[config.mk]
export PLATFORM = sky130hd
export DESIGN_NAME = itv_tap_irq
export DESIGN_NICKNAME = d
export VERILOG_FILES = /design/src/rtl/itv_pkg.sv /design/src/rtl/itv_counter.sv /design/src/rtl/itv_tap_edge.sv /design/src/rtl/itv_flag_bank.sv /design/src/rtl/itv_tap_irq.sv
export SDC_FILE = /design/constraint.sdc
export NUM_CORES = 1
export LEC_CHECK = 0
export BUFFER_PORTS_ARGS = -buffer_cell sky130_fd_sc_hd__buf_2
export CAP_MARGIN = 0
export CORE_UTILIZATION = 35
export CTS_BUF_LIST = sky130_fd_sc_hd__clkbuf_8
export DETAILED_ROUTE_END_ITERATION = 12
export PLACE_DENSITY = 0.71
export SYNTH_ARGS = -nofsm -noshare
export SYNTH_HDL_FRONTEND = slang
export SYNTH_SLANG_ARGS = --single-unit
[constraint.sdc]
create_clock -name clk -period 1.29 [get_ports clk]
set_input_delay 0.1935 -clock clk [delete_from_list [all_inputs] [get_ports clk]]
set_output_delay 0.1935 -clock clk [all_outputs]
set_load 0.01 [all_outputs]
[src/rtl/itv_pkg.sv]
package itv_pkg;
  localparam int DEF_CNT_W   = 16;
  localparam int DEF_NUM_TAP = 4;
  localparam int DEF_TAP_LSB = 10;

  typedef enum logic [1:0] {
    SEL_CNT  = 2'd0,
    SEL_EN   = 2'd1,
    SEL_STAT = 2'd2,
    SEL_NONE = 2'd3
  } reg_sel_e;

  // counter bit watched by interval channel n
  function automatic int tap_bit(input int lsb, input int n);
    return lsb + n;
  endfunction

  // counter value at which channel n first sees its tap rise
  function automatic longint first_hit(input int lsb, input int n);
    return longint'(1) << (lsb + n);
  endfunction

  // ticks between two set events of channel n
  function automatic longint interval(input int lsb, input int n);
    return longint'(1) << (lsb + n + 1);
  endfunction
endpackage

[src/rtl/itv_counter.sv]
module itv_counter #(
  parameter int CNT_W = 16
) (
  input  logic             clk,
  input  logic             rst,
  input  logic             tick,
  input  logic             load,
  input  logic [CNT_W-1:0] load_val,
  output logic [CNT_W-1:0] cnt
);
  logic [CNT_W-1:0] cnt_q;

  function automatic logic [CNT_W-1:0] advance(input logic [CNT_W-1:0] v);
    return v + CNT_W'(1);
  endfunction

  always_ff @(posedge clk) begin
    if (rst)       cnt_q <= '0;
    else if (load) cnt_q <= load_val;
    else if (tick) cnt_q <= advance(cnt_q);
  end

  assign cnt = cnt_q;

  p_count_r2: assert property (@(posedge clk) disable iff (rst)
    (tick && !load) |=> cnt_q == $past(cnt_q) + CNT_W'(1));
  p_hold_r2: assert property (@(posedge clk) disable iff (rst)
    (!tick && !load) |=> $stable(cnt_q));
  p_load_r2: assert property (@(posedge clk) disable iff (rst)
    load |=> cnt_q == $past(load_val));
endmodule

[src/rtl/itv_tap_edge.sv]
module itv_tap_edge #(
  parameter int NUM_TAP = 4
) (
  input  logic               clk,
  input  logic               rst,
  input  logic [NUM_TAP-1:0] tap,
  output logic [NUM_TAP-1:0] rise
);
  logic [NUM_TAP-1:0] prev_q;

  always_ff @(posedge clk) begin
    if (rst) prev_q <= '0;
    else     prev_q <= tap;
  end

  for (genvar g = 0; g < NUM_TAP; g++) begin : g_tap
    assign rise[g] = tap[g] & ~prev_q[g];

    p_rise_only_r4: assert property (@(posedge clk) disable iff (rst)
      rise[g] |-> (tap[g] && !$past(tap[g])));
  end
endmodule

[src/rtl/itv_flag_bank.sv]
module itv_flag_bank #(
  parameter int NUM_TAP = 4
) (
  input  logic               clk,
  input  logic               rst,
  input  logic [NUM_TAP-1:0] rise,
  input  logic [NUM_TAP-1:0] en,
  input  logic               rd_stat,
  input  logic               wr_stat,
  input  logic [NUM_TAP-1:0] wdata,
  output logic [NUM_TAP-1:0] flags
);
  logic [NUM_TAP-1:0] flags_q;
  logic [NUM_TAP-1:0] arm_q;
  logic [NUM_TAP-1:0] set_hit;
  logic [NUM_TAP-1:0] clr_hit;

  function automatic logic [NUM_TAP-1:0] next_flags(
    input logic [NUM_TAP-1:0] cur,
    input logic [NUM_TAP-1:0] clr,
    input logic [NUM_TAP-1:0] set
  );
    return (cur & ~clr) | set;
  endfunction

  assign set_hit = rise & en;
  assign clr_hit = {NUM_TAP{wr_stat}} & ~wdata & arm_q;

  always_ff @(posedge clk) begin
    if (rst) begin
      flags_q <= '0;
      arm_q   <= '0;
    end else begin
      flags_q <= next_flags(flags_q, clr_hit, set_hit);
      if (wr_stat)      arm_q <= '0;
      else if (rd_stat) arm_q <= arm_q | flags_q;
    end
  end

  assign flags = flags_q;

  for (genvar g = 0; g < NUM_TAP; g++) begin : g_chk
    p_set_r4: assert property (@(posedge clk) disable iff (rst)
      (rise[g] && en[g]) |=> flags_q[g]);
    p_gated_r5: assert property (@(posedge clk) disable iff (rst)
      (rise[g] && !en[g] && !flags_q[g]) |=> !flags_q[g]);
    p_sticky_r6: assert property (@(posedge clk) disable iff (rst)
      (flags_q[g] && !wr_stat) |=> flags_q[g]);
    p_clear_armed_r7: assert property (@(posedge clk) disable iff (rst)
      $fell(flags_q[g]) |-> $past(wr_stat && !wdata[g] && arm_q[g]));
    p_edge_wins_r8: assert property (@(posedge clk) disable iff (rst)
      (wr_stat && rise[g] && en[g]) |=> flags_q[g]);
  end
endmodule

[src/rtl/itv_tap_irq.sv]
module itv_tap_irq
  import itv_pkg::*;
#(
  parameter int CNT_W   = DEF_CNT_W,
  parameter int NUM_TAP = DEF_NUM_TAP,
  parameter int TAP_LSB = DEF_TAP_LSB
) (
  input  logic               clk,
  input  logic               rst,
  input  logic               tick,
  input  logic [1:0]         reg_sel,
  input  logic               reg_wr,
  input  logic               reg_rd,
  input  logic [CNT_W-1:0]   reg_wdata,
  output logic [CNT_W-1:0]   reg_rdata,
  output logic [NUM_TAP-1:0] irq
);
  localparam int PAD_W = CNT_W - NUM_TAP;

  reg_sel_e           sel;
  logic               wr_cnt, wr_en, wr_stat, rd_stat;
  logic [CNT_W-1:0]   cnt;
  logic [NUM_TAP-1:0] tap;
  logic [NUM_TAP-1:0] rise;
  logic [NUM_TAP-1:0] en_q;
  logic [NUM_TAP-1:0] flags;

  assign sel     = reg_sel_e'(reg_sel);
  assign wr_cnt  = reg_wr && (sel == SEL_CNT);
  assign wr_en   = reg_wr && (sel == SEL_EN);
  assign wr_stat = reg_wr && (sel == SEL_STAT);
  assign rd_stat = reg_rd && (sel == SEL_STAT);

  itv_counter #(.CNT_W(CNT_W)) u_counter (
    .clk      (clk),
    .rst      (rst),
    .tick     (tick),
    .load     (wr_cnt),
    .load_val (reg_wdata),
    .cnt      (cnt)
  );

  for (genvar g = 0; g < NUM_TAP; g++) begin : g_taps
    assign tap[g] = cnt[tap_bit(TAP_LSB, g)];
  end

  itv_tap_edge #(.NUM_TAP(NUM_TAP)) u_edge (
    .clk  (clk),
    .rst  (rst),
    .tap  (tap),
    .rise (rise)
  );

  always_ff @(posedge clk) begin
    if (rst)        en_q <= '0;
    else if (wr_en) en_q <= reg_wdata[NUM_TAP-1:0];
  end

  itv_flag_bank #(.NUM_TAP(NUM_TAP)) u_flags (
    .clk     (clk),
    .rst     (rst),
    .rise    (rise),
    .en      (en_q),
    .rd_stat (rd_stat),
    .wr_stat (wr_stat),
    .wdata   (reg_wdata[NUM_TAP-1:0]),
    .flags   (flags)
  );

  assign irq = flags & en_q;

  always_comb begin
    unique case (sel)
      SEL_CNT:  reg_rdata = cnt;
      SEL_EN:   reg_rdata = {{PAD_W{1'b0}}, en_q};
      SEL_STAT: reg_rdata = {{PAD_W{1'b0}}, flags};
      default:  reg_rdata = '0;
    endcase
  end

  p_en_reset_r1: assert property (@(posedge clk) disable iff (rst)
    $past(rst) |-> (en_q == '0 && irq == '0));
  p_en_write_r11: assert property (@(posedge clk) disable iff (rst)
    !wr_en |=> en_q == $past(en_q));
endmodule

==> metrics.md, run 1 <==
| Metric | Value |
|---|---|
| Fraction of the mapped netlist area in compound gates | about 14% |
| Count of standard-cell rows | 24 |
| Part of the power in registers | a little under half |
| Min Hold Slack | between 150 and 200 ps |
| Synth Area per Inst | 8.90 µm² |
| CORE AREA | ~0.0045 mm² |
| Main combinational cell family by area after synthesis | simple AND/OR/NAND/NOR gates |
| Total internal power | ~1.8 mW |
| Min-delay worst type | in -> reg |
| Die Area | approximately 0.005 mm² |
| Clock Sink Count | 32 |
| TritonCTS clock tree | built |
| Total of warnings raised by yosys | 0 |
| Number of buffers inserted by port buffering | 42 |
| Power density over the cells | roughly 970 mW/mm² |
| Final Skew | approximately 5.2 ps |
| Netlist area before placement | approximately 0.0017 mm² |
| Maximum number of pins on one net before global-route repair | 33 |
| Part of the total power dissipated in the clock network | just under 40% |
| CTS clock-pin slew for the worst setup and hold paths | 70 ps |
| Number of detailed-routing iterations run before antenna repair | 10 |
| Chip width | a little over 70 µm |
| Number of DRC violations after detailed-routing iteration 0 | 66 |
| Least setup slack across all paths after layout | -60.1 ps |
| Final Power | approximately 2.4 mW |
| Max Cap Viol | 0 |
| Adder-Cell Fraction of Synth Area | less than 1% |
| Fraction of final layout cells sized beyond drive strength 1 | approximately 45% |
| Remaining global-route overflow | 0 |
| Nature of the critical path endpoint | flip-flop |
| Antenna violations before repair | 0 |
| Final standard cell area without fillers | approximately 0.0025 mm² |
| Number of nets produced by synthesis | ~210 |
| Boundary pin count | 43 |
| Deepest clock path buffer count | 2 |
| Failing checks | design-rule violations, negative setup slack |
| Fraction of the mapped netlist area in simple logic gates | a little under a third |
| Initial cell density of the core | 37.4% |
| Slew at the pin closest to its max-slew limit | about 290 ps |
| Max VDD drop | about 0.00082 V |
| Gate power share | 15.3% |
| RSZ-0062 raised after global routing | true |
| Proportion of total power due to net switching | 25.0% |
| Global-route wire length before repair | around 7500 µm |
| Number of flip-flops and latches in the synthesized netlist | 32 |
| Number of instances in the synthesized netlist | between 150 and 200 |
| Drt wl/cell | 14.5 µm |
| Number of buffers added by the clock tree synthesis step | 5 |
| Element type at the critical path start | flip-flop |
| Number of slew-limit violations in the final report | 0 |
| Clk Latency, worst-skew pair | just under 300 ps |
| CTS root buf | sky130_fd_sc_hd__clkbuf_8 |
| Outcome | finished with violations |
| Final std cells w/o fill | 311 |
| Half-perimeter wire length after detailed placement | slightly above 3000 µm |
| Lkg Pwr | ~1.1 nW |
| Portion of the post-synthesis area used by sequential elements | 38.3% |
| Fraction of synthesized area in multiplexers | roughly 5.4% |
| Routed WL | between 4000 and 5000 µm |
| Type of the worst setup path | reg -> reg |
| Number of routed nets with antenna violations | 0 |
| Routability-driven placement congestion ratio | 0.810 |
| Routed vias/inst | 5.16 |
| Total global routing track utilization | 19.6% |
| Normalized max-slew margin | 80.4% |
| Instance count after placement with tap cells included | about 300 |
| Hold violation count in the final report | 0 |
| Area growth, synth to finish | 46.7% |
| Worst slack at placement | -66.1 ps |
| Die boundary height | approximately 71 µm |
| Timing-limited maximum frequency | 741 MHz |
| Crit path required time | ~1500 ps |
| DR vias | between 1500 and 2000 |
| Crit Path Max Fanout | 4 |
| Arrival time worst endpoint | roughly 1600 ps |
| Distinct cell type count after synthesis | 26 |
| Depth of the CTS H-tree | 2 |
| Number of diodes added for antenna fixing | 0 |
| Setup violations, final | 8 |
| Total net switching power | between 0.5 and 0.6 mW |
| DRC violation count after routing | 3 |
| Vias in the first global route | around 1500 |
| Number of nets in the layout | 282 |
| Shortest clock period the worst path allows after layout | around 1400 ps |
| # hold bufs at CTS | 0 |
| Xor/xnor cell area share of the yosys netlist | just under 8% |
| Share of the clock period used by the worst path after layout | 105% |
| Area of placed instances | ~0.0021 mm² |
## critical path, cell delays in order, from the launching register on
cell	delay (ps)
sky130_fd_sc_hd__dfxtp_2	340
sky130_fd_sc_hd__buf_6	100
sky130_fd_sc_hd__nand4_4	150
sky130_fd_sc_hd__buf_12	180
sky130_fd_sc_hd__nor4_4	170
sky130_fd_sc_hd__xnor2_1	120
sky130_fd_sc_hd__a211oi_2	200
## synthesized netlist by cell type
master | number | share of area (%)
sky130_fd_sc_hd__buf_2 | 4 | 1.2
sky130_fd_sc_hd__nand3b_1 | 5 | 2.2
sky130_fd_sc_hd__nor2_1 | 28 | 6.3
sky130_fd_sc_hd__o21ai_0 | 8 | 2.4
sky130_fd_sc_hd__buf_1 | 2 | 0.45
sky130_fd_sc_hd__dfxtp_1 | 32 | 38
sky130_fd_sc_hd__a21oi_1 | 4 | 1.2
sky130_fd_sc_hd__nor2b_1 | 4 | 1.5
sky130_fd_sc_hd__nand2_1 | 9 | 2.0
sky130_fd_sc_hd__a211oi_1 | 11 | 4.9
sky130_fd_sc_hd__mux2i_1 | 9 | 5.4
sky130_fd_sc_hd__xnor2_1 | 12 | 6.3
sky130_fd_sc_hd__a31oi_1 | 4 | 1.5
sky130_fd_sc_hd__xor2_1 | 3 | 1.6
sky130_fd_sc_hd__inv_1 | 2 | 0.45
sky130_fd_sc_hd__ha_1 | 1 | 0.75
sky130_fd_sc_hd__nand4_4 | 2 | 2.5
sky130_fd_sc_hd__nor3_2 | 3 | 1.8
sky130_fd_sc_hd__clkbuf_1 | 5 | 1.1
sky130_fd_sc_hd__nand4_1 | 4 | 1.5
sky130_fd_sc_hd__a211oi_2 | 5 | 3.7
sky130_fd_sc_hd__nor4_2 | 5 | 3.7
sky130_fd_sc_hd__and2_1 | 14 | 5.2
sky130_fd_sc_hd__nor3_1 | 3 | 0.90
sky130_fd_sc_hd__nand2b_1 | 5 | 1.9
sky130_fd_sc_hd__nand3_1 | 4 | 1.2
## stage by stage
step	TNS, ps	util (%)
after floorplan	0	-
after global placement	-364	47.3
after detailed placement	-388	47.3
after CTS	-158	53.9
after global routing	-1650	54.9
final	-168	54.9
## per-layer routing
metal | vias to the layer above | global-route usage [%] | share of wire (%) | wire, µm
li1 | 797 | - | - | -
met2 | 44 | 31.0 | 47 | 2130
met1 | 754 | 25.0 | 46 | 2060
met3 | 11 | 5.13 | 4.5 | 204
met5 | - | 0 | 0 | 0
met4 | 0 | 8.89 | 2.5 | 111
## cell type report
type | count | area (µm²)
Sequential cell | 32 | 657
Fill cell | 404 | 2020
Clock inverter | 3 | 38.8
Multi-Input combinational cell | 143 | 1100
Timing Repair Buffer | 74 | 523
Inverter | 2 | 7.51
Tap cell | 52 | 65.1
Clock buffer | 5 | 68.8
## placed cells by master (no fill, tap or decap), types with 6 or more instances in the layout
master | synthesis | routed
sky130_fd_sc_hd__a211oi_1 | 11 | 7
sky130_fd_sc_hd__a211oi_2 | 5 | 9
sky130_fd_sc_hd__and2_1 | 14 | 14
sky130_fd_sc_hd__buf_2 | 4 | 42
sky130_fd_sc_hd__buf_4 | 0 | 22
sky130_fd_sc_hd__buf_6 | 0 | 6
sky130_fd_sc_hd__dfxtp_1 | 32 | 23
sky130_fd_sc_hd__dfxtp_2 | 0 | 7
sky130_fd_sc_hd__mux2i_1 | 9 | 9
sky130_fd_sc_hd__nand2_1 | 9 | 8
sky130_fd_sc_hd__nor2_1 | 28 | 27
sky130_fd_sc_hd__xnor2_1 | 12 | 12
## power groups by stage
| stage | clock (mW) | combinational [mW] | sequential, mW |
|---|---|---|---|
| 2_1_floorplan | 0 | 0.149 | 1.09 |
| 3_3_place_gp | 0 | 0.306 | 1.08 |
| 3_5_place_dp | 0 | 0.310 | 1.08 |
| 4_1_cts | 0.956 | 0.350 | 1.07 |
| 5_1_grt | 1.00 | 0.393 | 1.08 |
| 6_report | 0.940 | 0.363 | 1.07 |
## sequential cells by signal, summed over array words and instances, names as in the netlist
name           cells
en_q               4
u_counter.cnt     16
u_edge.prev_q      4
u_flags.arm_q      4
u_flags.flags      4
## logic make-up (layout without fill, tap and decap cells)
group / Yosys count / after routing
multiplexers: 9 / 9
flip-flops: 32 / 32
buffers and inverters: 13 / 84
AND/OR/NAND/NOR: 86 / 86
XOR/XNOR: 15 / 15
AO/OA/AOI/OAI: 32 / 32
adder cells (fa/ha/maj): 1 / 1
## timing repair
action,4_1_cts,5_1_grt
gates resized for setup,31,10
pin swaps,20,9
setup endpoints to repair,18,29
buffers inserted,6,1
## worst paths after layout
check / startpoint / end / slack (ps) / depth (start not counted)
worst max-delay path: u_counter.cnt[6] / u_counter.cnt[11] / -60 / 6
worst min-delay path: reg_wdata[3] / en_q[3] / 170 / 3
worst max register to register: u_counter.cnt[6] / u_counter.cnt[11] / -60 / 6
worst min register to register: u_flags.arm_q[3] / u_flags.arm_q[3] / 480 / 2
(Power assumes the default switching activity.)
==> run 2, diff against run 1 <==
CELL_PAD_IN_SITES_DETAIL_PLACEMENT = 2   (was unset)
CELL_PAD_IN_SITES_GLOBAL_PLACEMENT = 2   (was unset)
CORE_UTILIZATION = 29   (was 35)
PLACE_DENSITY = 0.9   (was 0.71)
==> metrics.md, run 2 (synthesized netlist as in run 1, its figures left out) <==
| Metric | Value |
|---|---|
| Drt wl/cell | 28.2 µm (was 14.5 µm) |
| Power density over the cells | 888 mW/mm² (was 968 mW/mm²) |
| Routed vias/inst | 5.39 (was 5.16) |
| CTS clock-pin slew for the worst setup and hold paths | 80 ps (was 70 ps) |
| Die Area | 0.00608 mm² (was 0.00506 mm²) |
| Top library cells by usage in the layout, fill and taps aside | 40 x sky130_fd_sc_hd__buf_2, 27 x sky130_fd_sc_hd__buf_4, 25 x sky130_fd_sc_hd__nor2_1 (was 42 x sky130_fd_sc_hd__buf_2, 27 x sky130_fd_sc_hd__nor2_1, 23 x sky130_fd_sc_hd__dfxtp_1) |
| CTS root buf | sky130_fd_sc_hd__clkbuf_8 (unchanged) |
| Lkg Pwr | 1.25 nW (was 1.10 nW) |
| Gate power share | 21.6% (was 15.3%) |
| Maximum number of pins on one net before global-route repair | 19 (was 33) |
| Initial cell density of the core | 30.2% (was 37.4%) |
| Fraction of final layout cells sized beyond drive strength 1 | 57.9% (was 44.8%) |
| Most common library cell in the layout ignoring fill and taps | sky130_fd_sc_hd__buf_2 (unchanged) |
| Deepest clock path buffer count | 2 (unchanged) |
| Number of nets in the layout | 302 (was 282) |
| Min Hold Slack | 164 ps (was 168 ps) |
| Crit Path Max Fanout | 5 (was 4) |
| Number of flip-flops under the largest register name | 16 (unchanged) |
| Clk Latency, worst-skew pair | 310 ps (was 290 ps) |
| Part of the total power dissipated in the clock network | 35.6% (was 39.5%) |
| Nature of the critical path endpoint | flip-flop (unchanged) |
| Proportion of total power due to net switching | 30.2% (was 25.0%) |
| Max Cap Viol | 0 (unchanged) |
| # hold bufs at CTS | 0 (unchanged) |
| RSZ-0062 raised after global routing | true (unchanged) |
| Depth of the CTS H-tree | 2 (unchanged) |
| Setup violations, final | 24 (was 8) |
| Min-delay worst type | in -> reg (unchanged) |
| Slew at the pin closest to its max-slew limit | 436 ps (was 293 ps) |
| Shortest clock period the worst path allows after layout | 1560 ps (was 1350 ps) |
| Routability-driven placement congestion ratio | 0.833 (was 0.810) |
| Least setup slack across all paths after layout | -269 ps (was -60.1 ps) |
| Count of fill cells added during filler insertion | 598 (was 404) |
| Chip width | 78.0 µm (was 71.2 µm) |
| Half-perimeter wire length after detailed placement | 4660 µm (was 3120 µm) |
| Number of DRC violations after detailed-routing iteration 0 | 93 (was 66) |
| Final Skew | 9.68 ps (was 5.24 ps) |
| Type of the worst setup path | reg -> reg (unchanged) |
| Routed WL | 9910 µm (was 4510 µm) |
| Remaining global-route overflow | 0 (unchanged) |
| Hold violation count in the final report | 0 (unchanged) |
| Element type at the critical path start | flip-flop (unchanged) |
| Total net switching power | 0.762 mW (was 0.593 mW) |
| Area growth, synth to finish | 69.7% (was 46.7%) |
| CORE AREA | 0.00554 mm² (was 0.00447 mm²) |
| TritonCTS clock tree | built (unchanged) |
| Boundary pin count | 43 (unchanged) |
| Number of detailed-routing iterations run before antenna repair | 4 (was 10) |
| Part of the power in registers | 42.8% (was 45.2%) |
| Setup total negative slack | -2610 ps (was -168 ps) |
| Arrival time worst endpoint | 1780 ps (was 1550 ps) |
| Fin util | 51.3% (was 54.9%) |
| Max VDD drop | 0.000376 V (was 0.000823 V) |
| Antenna violations before repair | 1 (was 0) |
| Number of slew-limit violations in the final report | 0 (unchanged) |
| Worst slack at placement | -244 ps (was -66.1 ps) |
| Failing checks | negative setup slack (was design-rule violations, negative setup slack) |
| Total global routing track utilization | 27.8% (was 19.6%) |
| Crit path required time | 1510 ps (was 1490 ps) |
| DRC violation count after routing | 0 (was 3) |
| Register Area | 672 µm² (was 657 µm²) |
| Total internal power | 1.76 mW (was 1.78 mW) |
| Timing-limited maximum frequency | 641 MHz (was 741 MHz) |
| Count of standard-cell rows | 27 (was 24) |
| Die boundary height | 78.0 µm (was 71.2 µm) |
| Clock Sink Count | 32 (unchanged) |
| Number of buffers inserted by port buffering | 42 (unchanged) |
| Outcome | finished with violations (unchanged) |
| Slack of the worst reg-to-reg path | -270 ps (was -60 ps) |
| DR vias | 1893 (was 1606) |
| Number of routed nets with antenna violations | 0 (unchanged) |
| Share of the clock period used by the worst path after layout | 121% (was 105%) |
| Global-route wire length before repair | 12200 µm (was 7470 µm) |
| Normalized max-slew margin | 70.9% (was 80.4%) |
| Number of buffers added by the clock tree synthesis step | 5 (unchanged) |
| Vias in the first global route | 2021 (was 1546) |
| Total area of multi-input combinational cells | 0.00123 mm² (was 0.00110 mm²) |
==> run 2: metal layers <==
metal / share of wire (%) / global-route usage, % / wire length (µm) / vias to the layer above
li1: - / - / - / 844
met1: 40 / 31.4 / 3960 / 943
met2: 52 / 52.5 / 5110 / 73
met3: 3.5 / 4.35 / 349 / 33
met4: 4.9 / 9.63 / 488 / 0
met5: 0 / 0 / 0 / -
==> run 2: power groups by stage <==
| stage | Combinational (mW) | Sequential, mW | Clock, mW |
|---|---|---|---|
| 6_report | 0.545 | 1.08 | 0.899 |
| 5_1_grt | 0.562 | 1.08 | 0.940 |
| 4_1_cts | 0.415 | 1.07 | 0.874 |
| 3_5_place_dp | 0.345 | 1.09 | 0 |
| 3_3_place_gp | 0.327 | 1.08 | 0 |
| 2_1_floorplan | 0.149 | 1.09 | 0 |
==> run 2: final timing paths <==
check,start,endpoint,cells after the start
worst min-delay path,reg_wdata[8],u_counter.cnt[8],3
worst max register to register,u_counter.cnt[6],u_counter.cnt[12],5
worst min register to register,u_flags.arm_q[3],u_flags.arm_q[3],2
worst max-delay path,u_counter.cnt[6],u_counter.cnt[12],5
==> run 2: what timing repair did <==
action	CTS	global route
gates cloned	0	0
resized for setup	47	52
buffers inserted	10	13
pin swaps	22	23
endpoints found under the setup margin	19	32
endpoints found under the hold margin	0	0
==> run 2: layout make-up <==
class,count,area share (%)
sequential,32,23.6
timing repair buffer,94,25.7
antenna,1,0.0881
inverter,2,0.705
multi-input combinational,143,43.3
tap,72,3.17
clock buffer,7,3.39
==> run 2: through the flow <==
stage               std cells  cell area, µm²  total power [mW]
floorplan                 188            1670              1.24
global placement          320            2160              1.41
detailed placement        320            2160              1.43
CTS                       337            2510              2.36
global route              351            2840              2.58
finish                    351            2840              2.52
==> run 2: critical path, stage by stage (launching register included) <==
cell                       delay (ps)
sky130_fd_sc_hd__dfxtp_4          370
sky130_fd_sc_hd__nand4_4          170
sky130_fd_sc_hd__buf_6            180
sky130_fd_sc_hd__nor4_4           340
sky130_fd_sc_hd__xnor2_1          180
sky130_fd_sc_hd__a211oi_2         230
